[src/rtl/bwm_pkg.sv]
package bwm_pkg;

    typedef enum logic [1:0] {
        UNIT_BYTE    = 2'd0,
        UNIT_KIB     = 2'd1,
        UNIT_MIB     = 2'd2,
        UNIT_MIB_ALT = 2'd3
    } unit_e;

    localparam logic [7:0] ADDR_TIMER     = 8'h00;
    localparam logic [7:0] ADDR_CFG       = 8'h04;
    localparam logic [7:0] ADDR_PEAK_BASE = 8'hA0;

    function automatic int unsigned unit_shift(input unit_e u);
        case (u)
            UNIT_BYTE: return 0;
            UNIT_KIB:  return 10;
            default:   return 20;
        endcase
    endfunction

endpackage

[src/rtl/bwm_timebase.sv]
module bwm_timebase #(
    parameter int PRE_W = 16,
    parameter int WIN_W = 16
) (
    input  logic             clk,
    input  logic             rst_n,
    input  logic             run,
    input  logic [PRE_W-1:0] presc,
    input  logic [WIN_W-1:0] win_len,
    output logic             tick,
    output logic             win_end
);

    typedef struct packed {
        logic [PRE_W-1:0] pre;
        logic [WIN_W-1:0] win;
    } tb_t;

    tb_t s_d, s_q;

    always_comb begin
        s_d     = s_q;
        tick    = run && (s_q.pre >= presc);
        win_end = tick && (s_q.win >= win_len);
        if (!run) begin
            s_d = '0;
        end else if (tick) begin
            s_d.pre = '0;
            s_d.win = win_end ? '0 : s_q.win + 1'b1;
        end else begin
            s_d.pre = s_q.pre + 1'b1;
        end
    end

    always_ff @(posedge clk or negedge rst_n) begin
        if (!rst_n) s_q <= '0;
        else        s_q <= s_d;
    end

endmodule

[src/rtl/bwm_lane.sv]
module bwm_lane
    import bwm_pkg::*;
#(
    parameter int CNT_W = 32,
    parameter int IN_W  = 11
) (
    input  logic             clk,
    input  logic             rst_n,
    input  logic             clr,
    input  logic             run,
    input  logic             win_end,
    input  unit_e            unit,
    input  logic [IN_W-1:0]  add_val,
    output logic [CNT_W-1:0] peak,
    output logic [CNT_W-1:0] acc
);

    localparam logic [CNT_W-1:0] ALL_ONES = {CNT_W{1'b1}};

    typedef struct packed {
        logic [CNT_W-1:0] acc;
        logic [CNT_W-1:0] peak;
    } lane_t;

    lane_t s_d, s_q;
    logic [CNT_W:0]   wide_sum;
    logic [CNT_W-1:0] sat_sum;
    logic [CNT_W-1:0] scaled;

    always_comb begin
        wide_sum = {1'b0, s_q.acc} + (CNT_W+1)'(add_val);
        sat_sum  = wide_sum[CNT_W] ? ALL_ONES : wide_sum[CNT_W-1:0];
        scaled   = sat_sum >> unit_shift(unit);
        s_d      = s_q;
        if (clr) begin
            s_d = '0;
        end else if (run) begin
            if (win_end) begin
                s_d.acc = '0;
                if (scaled > s_q.peak) s_d.peak = scaled;
            end else begin
                s_d.acc = sat_sum;
            end
        end
    end

    always_ff @(posedge clk or negedge rst_n) begin
        if (!rst_n) s_q <= '0;
        else        s_q <= s_d;
    end

    assign peak = s_q.peak;
    assign acc  = s_q.acc;

endmodule

[src/rtl/peak_bw_monitor.sv]
module peak_bw_monitor
    import bwm_pkg::*;
#(
    parameter int NUM_MASTERS = 5,
    parameter int BYTE_W      = 8,
    parameter int CNT_W       = 32,
    parameter int PRE_W       = 16,
    parameter int ADDR_W      = 8
) (
    input  logic                          clk,
    input  logic                          rst_n,
    input  logic                          reg_wr,
    input  logic [ADDR_W-1:0]             reg_addr,
    input  logic [31:0]                   reg_wdata,
    output logic [31:0]                   reg_rdata,
    input  logic [NUM_MASTERS-1:0]        xfer_vld,
    input  logic [NUM_MASTERS*BYTE_W-1:0] xfer_bytes
);

    localparam int NUM_LANES = NUM_MASTERS + 1;
    localparam int SUM_W     = BYTE_W + $clog2(NUM_LANES);
    localparam int WIN_W     = 16;
    localparam int DATA_W    = 32;

    typedef struct packed {
        logic [PRE_W-1:0] presc;
        logic [WIN_W-1:0] win_len;
        unit_e            unit;
        logic             en;
    } regs_t;

    regs_t rg_d, rg_q;
    logic  clr_now;
    logic  tick;
    logic  win_end;
    logic  unused_wdata;

    logic [SUM_W-1:0] lane_add  [NUM_LANES];
    logic [CNT_W-1:0] lane_peak [NUM_LANES];
    logic [CNT_W-1:0] lane_acc  [NUM_LANES];

    assign unused_wdata = ^reg_wdata;

    // register writes and enable edge
    always_comb begin
        rg_d    = rg_q;
        clr_now = 1'b0;
        if (reg_wr && reg_addr == ADDR_W'(ADDR_TIMER)) begin
            rg_d.presc = reg_wdata[PRE_W-1:0];
        end
        if (reg_wr && reg_addr == ADDR_W'(ADDR_CFG)) begin
            rg_d.win_len = reg_wdata[31:16];
            rg_d.unit    = unit_e'(reg_wdata[2:1]);
            rg_d.en      = reg_wdata[0];
            clr_now      = reg_wdata[0] && !rg_q.en;
        end
    end

    always_ff @(posedge clk or negedge rst_n) begin
        if (!rst_n) rg_q <= '0;
        else        rg_q <= rg_d;
    end

    // per-lane increments
    always_comb begin
        logic [SUM_W-1:0] tot;
        tot = '0;
        for (int i = 0; i < NUM_MASTERS; i++) begin
            lane_add[i] = xfer_vld[i] ? SUM_W'(xfer_bytes[i*BYTE_W +: BYTE_W]) : '0;
            tot         = tot + lane_add[i];
        end
        lane_add[NUM_MASTERS] = tot;
    end

    bwm_timebase #(
        .PRE_W (PRE_W),
        .WIN_W (WIN_W)
    ) u_timebase (
        .clk     (clk),
        .rst_n   (rst_n),
        .run     (rg_q.en),
        .presc   (rg_q.presc),
        .win_len (rg_q.win_len),
        .tick    (tick),
        .win_end (win_end)
    );

    for (genvar g = 0; g < NUM_LANES; g++) begin : g_lane
        bwm_lane #(
            .CNT_W (CNT_W),
            .IN_W  (SUM_W)
        ) u_lane (
            .clk     (clk),
            .rst_n   (rst_n),
            .clr     (clr_now),
            .run     (rg_q.en),
            .win_end (win_end),
            .unit    (rg_q.unit),
            .add_val (lane_add[g]),
            .peak    (lane_peak[g]),
            .acc     (lane_acc[g])
        );
    end

    // read mux
    always_comb begin
        reg_rdata = '0;
        if (reg_addr == ADDR_W'(ADDR_TIMER)) reg_rdata = DATA_W'(rg_q.presc);
        if (reg_addr == ADDR_W'(ADDR_CFG))   reg_rdata = {rg_q.win_len, 13'b0, rg_q.unit, rg_q.en};
        for (int i = 0; i < NUM_LANES; i++) begin
            if (reg_addr == ADDR_W'(int'(ADDR_PEAK_BASE) + 4*i)) reg_rdata = DATA_W'(lane_peak[i]);
        end
    end

endmodule

[config.mk]
export PLATFORM = sky130hd
export DESIGN_NAME = peak_bw_monitor
export DESIGN_NICKNAME = d
export VERILOG_FILES = /design/src/rtl/bwm_pkg.sv /design/src/rtl/bwm_timebase.sv /design/src/rtl/bwm_lane.sv /design/src/rtl/peak_bw_monitor.sv
export SDC_FILE = /design/constraint.sdc
export NUM_CORES = 2
export LEC_CHECK = 0
export BUFFER_PORTS_ARGS = -buffer_cell sky130_fd_sc_hd__buf_2
export CAP_MARGIN = 40
export CORE_MARGIN = 2
export CORE_UTILIZATION = 48
export CTS_CLUSTER_DIAMETER = 30
export DETAILED_ROUTE_END_ITERATION = 10
export PLACE_DENSITY = 0.66
export SKIP_LAST_GASP = 1
export SLEW_MARGIN = 0
export SYNTH_ARGS = -nofsm -noshare
export SYNTH_HDL_FRONTEND = slang
export SYNTH_SLANG_ARGS = --single-unit
[constraint.sdc]
create_clock -name clk -period 15.5 [get_ports clk]
set_input_delay 3.1 -clock clk [delete_from_list [all_inputs] [get_ports clk]]
set_output_delay 3.1 -clock clk [all_outputs]
set_load 0.03 [all_outputs]
==> reports/results.tsv <==
stage	metric	value	unit
sta	setup TNS	0	ps
layout	filler cell count in the final layout	6628	
routing	# DRC	0	
critical_path	Crit Path Category	in2reg	
global_route	global route overflow	0	
layout	multi-input logic area	0.0224	sq mm
yosys	Synth Warn #	0	
yosys	Synth Instances	4258	
sta	Tightest Pin Transition	993	ps
sta	max-slew violation count	0	
floorplanning	Die Area	0.0770	sq mm
global_route	vias in the first global route	32145	
critical_path	CP peak stage delay	520	ps
clocking	H-tree levels	3	
yosys	synthesized flop and latch total	451	
pwr	Pleak	19.3	nW
global_route	Tot GR Track Use	32.8	%
layout	Area growth syn-to-layout	17.4	%
layout	Final #Nets	4738	
layout	final instance area	0.0421	sq mm
clocking	post-cts sizing count	0	
critical_path	worst path bufs/invs	5	
placed_design	IO buf count	119	
routing	Max Used Layer	met4	
yosys	Post-synth EDFFs	0	
floorplanning	die extent in x	277	um
clocking	CTS Sinks	451	
critical_path	Crit Path Max Fanout	30	
global_route	initial antenna violation count	2	
global_route	pin count of the biggest net entering global routing	102	
sta	RSZ-0062 raised after global routing	false	
sta	clock period minus worst slack	9860	ps
pwr	pwr/cell area	154	mW/mm^2
sta	clk_skew	27.4	ps
clocking	Clk Latency, worst-skew pair	690	ps
floorplanning	Initial Util	48.4	%
clocking	CTS Root Cell	clkbuf_16	
layout	layout cells sized above 1	14.3	%
critical_path	Crit. End Element	flop	
global_route	global-route wire length before repair	195	mm
sta	Rel. slew slack	32.1	%
critical_path	Startpoint Class	input port	
routing	Post-Route M1 WL	53.2	mm
floorplanning	die height	277	um
yosys	post-synth top area share	31.4	%
critical_path	slowest CP cell	a211oi_1	
clocking	Post-CTS Hold Fix Bufs	0	
routing	drt total wl	129	mm
routing	initial drt markers	3620	
placed_design	RD Place Congestion	0.955	
clocking	Longest Clk Path Bufs	3	
placed_design	dpl hpwl	94.2	mm
floorplanning	core area	0.0742	sq mm
critical_path	Req. time, crit path	16050	ps
hold_path	Hold Crit Class	reg2reg	
clocking	CTS buffer count	119	
routing	average wire per standard cell	23.8	um
critical_path	CP top delay family	compound AO/OA/AOI/OAI gates	
yosys	cell accounting for the most synthesized area	dfrtp_1	
job	Max Cap Viol	0	
yosys	count leader, synth	dfrtp_1	
yosys	Post-Syn Nets	4656	
routing	routed wl met3	9.90	mm
yosys	Synth Cell Area	0.0359	sq mm
yosys	register area share after synthesis	31.4	%
floorplanning	# IOs	120	
clocking	Setup Buffers After CTS	0	
clocking	CTS tree	built	
sta	fmax	0.101	GHz
yosys	synthesized area per cell	8.43	sq um
sta	Period Utilization, post-route	63.6	%
sta	final hold vios	0	
yosys	post-synthesis cell type count	104	
critical_path	crit path DAT	10410	ps
routing	1st-pass router iterations	9	
routing	Vias	33782	
yosys	list of most frequent post-synthesis cells	451 x dfrtp_1, 386 x nand2_1, 346 x inv_1	
pwr	Worst VDD drop	131	uV
status	run status	completed	
sta	Setup violations, final	0	
yosys	Post-synth ARST share	100	%
placed_design	Post-DP Area	0.0377	sq mm
yosys	leading post-synthesis cells by cell area	dfrtp_1 31%, ha_1 9.7%, o21ai_0 4.2%, nand2_1 4.0%, mux2_2 3.8%	
yosys	ys flop type	dfrtp_1	
floorplanning	row count	100	
layout	post-layout util	56.8	%
routing	DR WL met2	58.0	mm
routing	antenna-violating nets left	0	
layout	sequential cell area	0.0113	sq mm
clocking	Worst-path clk slew	40	ps
routing	DR vias/cell	6.24	
-- worst paths after layout --
path / startpoint / depth (start not counted) / slack, ps / to
hold reg to reg: g_lane[3].u_lane.acc[3]$_DFFE_PN0P_ / 1 / 480 / g_lane[3].u_lane.acc[3]$_DFFE_PN0P_
min in group asynchronous: rst_n / 1 / 2440 / g_lane[1].u_lane.acc[2]$_DFFE_PN0P_
setup reg to reg: g_lane[5].u_lane.acc[2]$_DFFE_PN0P_ / 24 / 8310 / g_lane[5].u_lane.peak[11]$_DFFE_PN0P_
max in group asynchronous: rst_n / 4 / 11220 / g_lane[4].u_lane.acc[31]$_DFFE_PN0P_
hold / removal: g_lane[3].u_lane.acc[3]$_DFFE_PN0P_ / 1 / 480 / g_lane[3].u_lane.acc[3]$_DFFE_PN0P_
setup / recovery: xfer_vld[1] / 26 / 5640 / g_lane[5].u_lane.peak[11]$_DFFE_PN0P_
-- power breakdown --
| group | internal (mW) | total [mW] | switching (mW) |
|---|---|---|---|
| logic | 0.875 | 2.26 | 1.39 |
| registers | 1.33 | 1.49 | 0.155 |
| clock network | 1.92 | 2.73 | 0.810 |
-- area by class of cell --
type / count / share of cell area (%)
Clock buffer: 151 / 7.88
Timing Repair Buffer: 199 / 3.43
Multi-Input combinational cell: 3223 / 53.2
Tap cell: 969 / 2.88
Antenna cell: 1 / 0.00594
Sequential cell: 451 / 26.8
Clock inverter: 70 / 2.68
Inverter: 346 / 3.08
-- routing by layer --
| metal | GRT usage, % | vias up |
|---|---|---|
| met1 | 43.2 | 16276 |
| met5 | 0 | - |
| met4 | 18.0 | 0 |
| li1 | - | 15605 |
| met2 | 51.5 | 1516 |
| met3 | 5.30 | 385 |
-- state kept, by name (all words and copies together), names as in the netlist --
| signal | cells |
|---|---|
| g_lane.u_lane.acc | 192 |
| u_timebase.s_q | 32 |
| rg_q | 35 |
| g_lane.u_lane.peak | 192 |
-- kinds of logic (layout without fill, tap and decap cells) --
family	count (synthesis)	in the layout	synth area share [%]
adder cells (fa/ha/maj)	310	310	11.5
buffers and inverters	584	766	6.30
other	0	1	0
multiplexers	192	192	5.82
AO/OA/AOI/OAI	1192	1192	22.6
flip-flops	451	451	31.4
AND/OR/NAND/NOR	1392	1392	19.1
XOR/XNOR	137	137	3.34
-- stage by stage --
| stage | setup slack (ps) | hold slack [ps] | cells | power, mW |
|---|---|---|---|---|
| 2_1_floorplan | 5960 | 445 | 4258 | 3.02 |
| 3_3_place_gp | 4780 | 459 | 5171 | 3.67 |
| 3_5_place_dp | 5050 | 473 | 5187 | 3.70 |
| 4_1_cts | 5730 | 484 | 5408 | 6.45 |
| 5_1_grt | 5260 | 502 | 5409 | 6.80 |
| 6_report | 5640 | 484 | 5410 | 6.48 |
-- cells in the final DEF (no fill, tap or decap), types with 113 or more instances in the layout --
| cell type | Yosys | routed |
|---|---|---|
| a21oi_1 | 216 | 216 |
| and2_1 | 114 | 113 |
| buf_2 | 35 | 118 |
| clkbuf_16 | 0 | 120 |
| dfrtp_1 | 451 | 449 |
| ha_1 | 279 | 279 |
| inv_1 | 346 | 345 |
| mux2_2 | 121 | 121 |
| nand2_1 | 386 | 385 |
| nand3_1 | 172 | 171 |
| nor2_1 | 309 | 306 |
| o21ai_0 | 300 | 300 |
(Power assumes the default switching activity.)
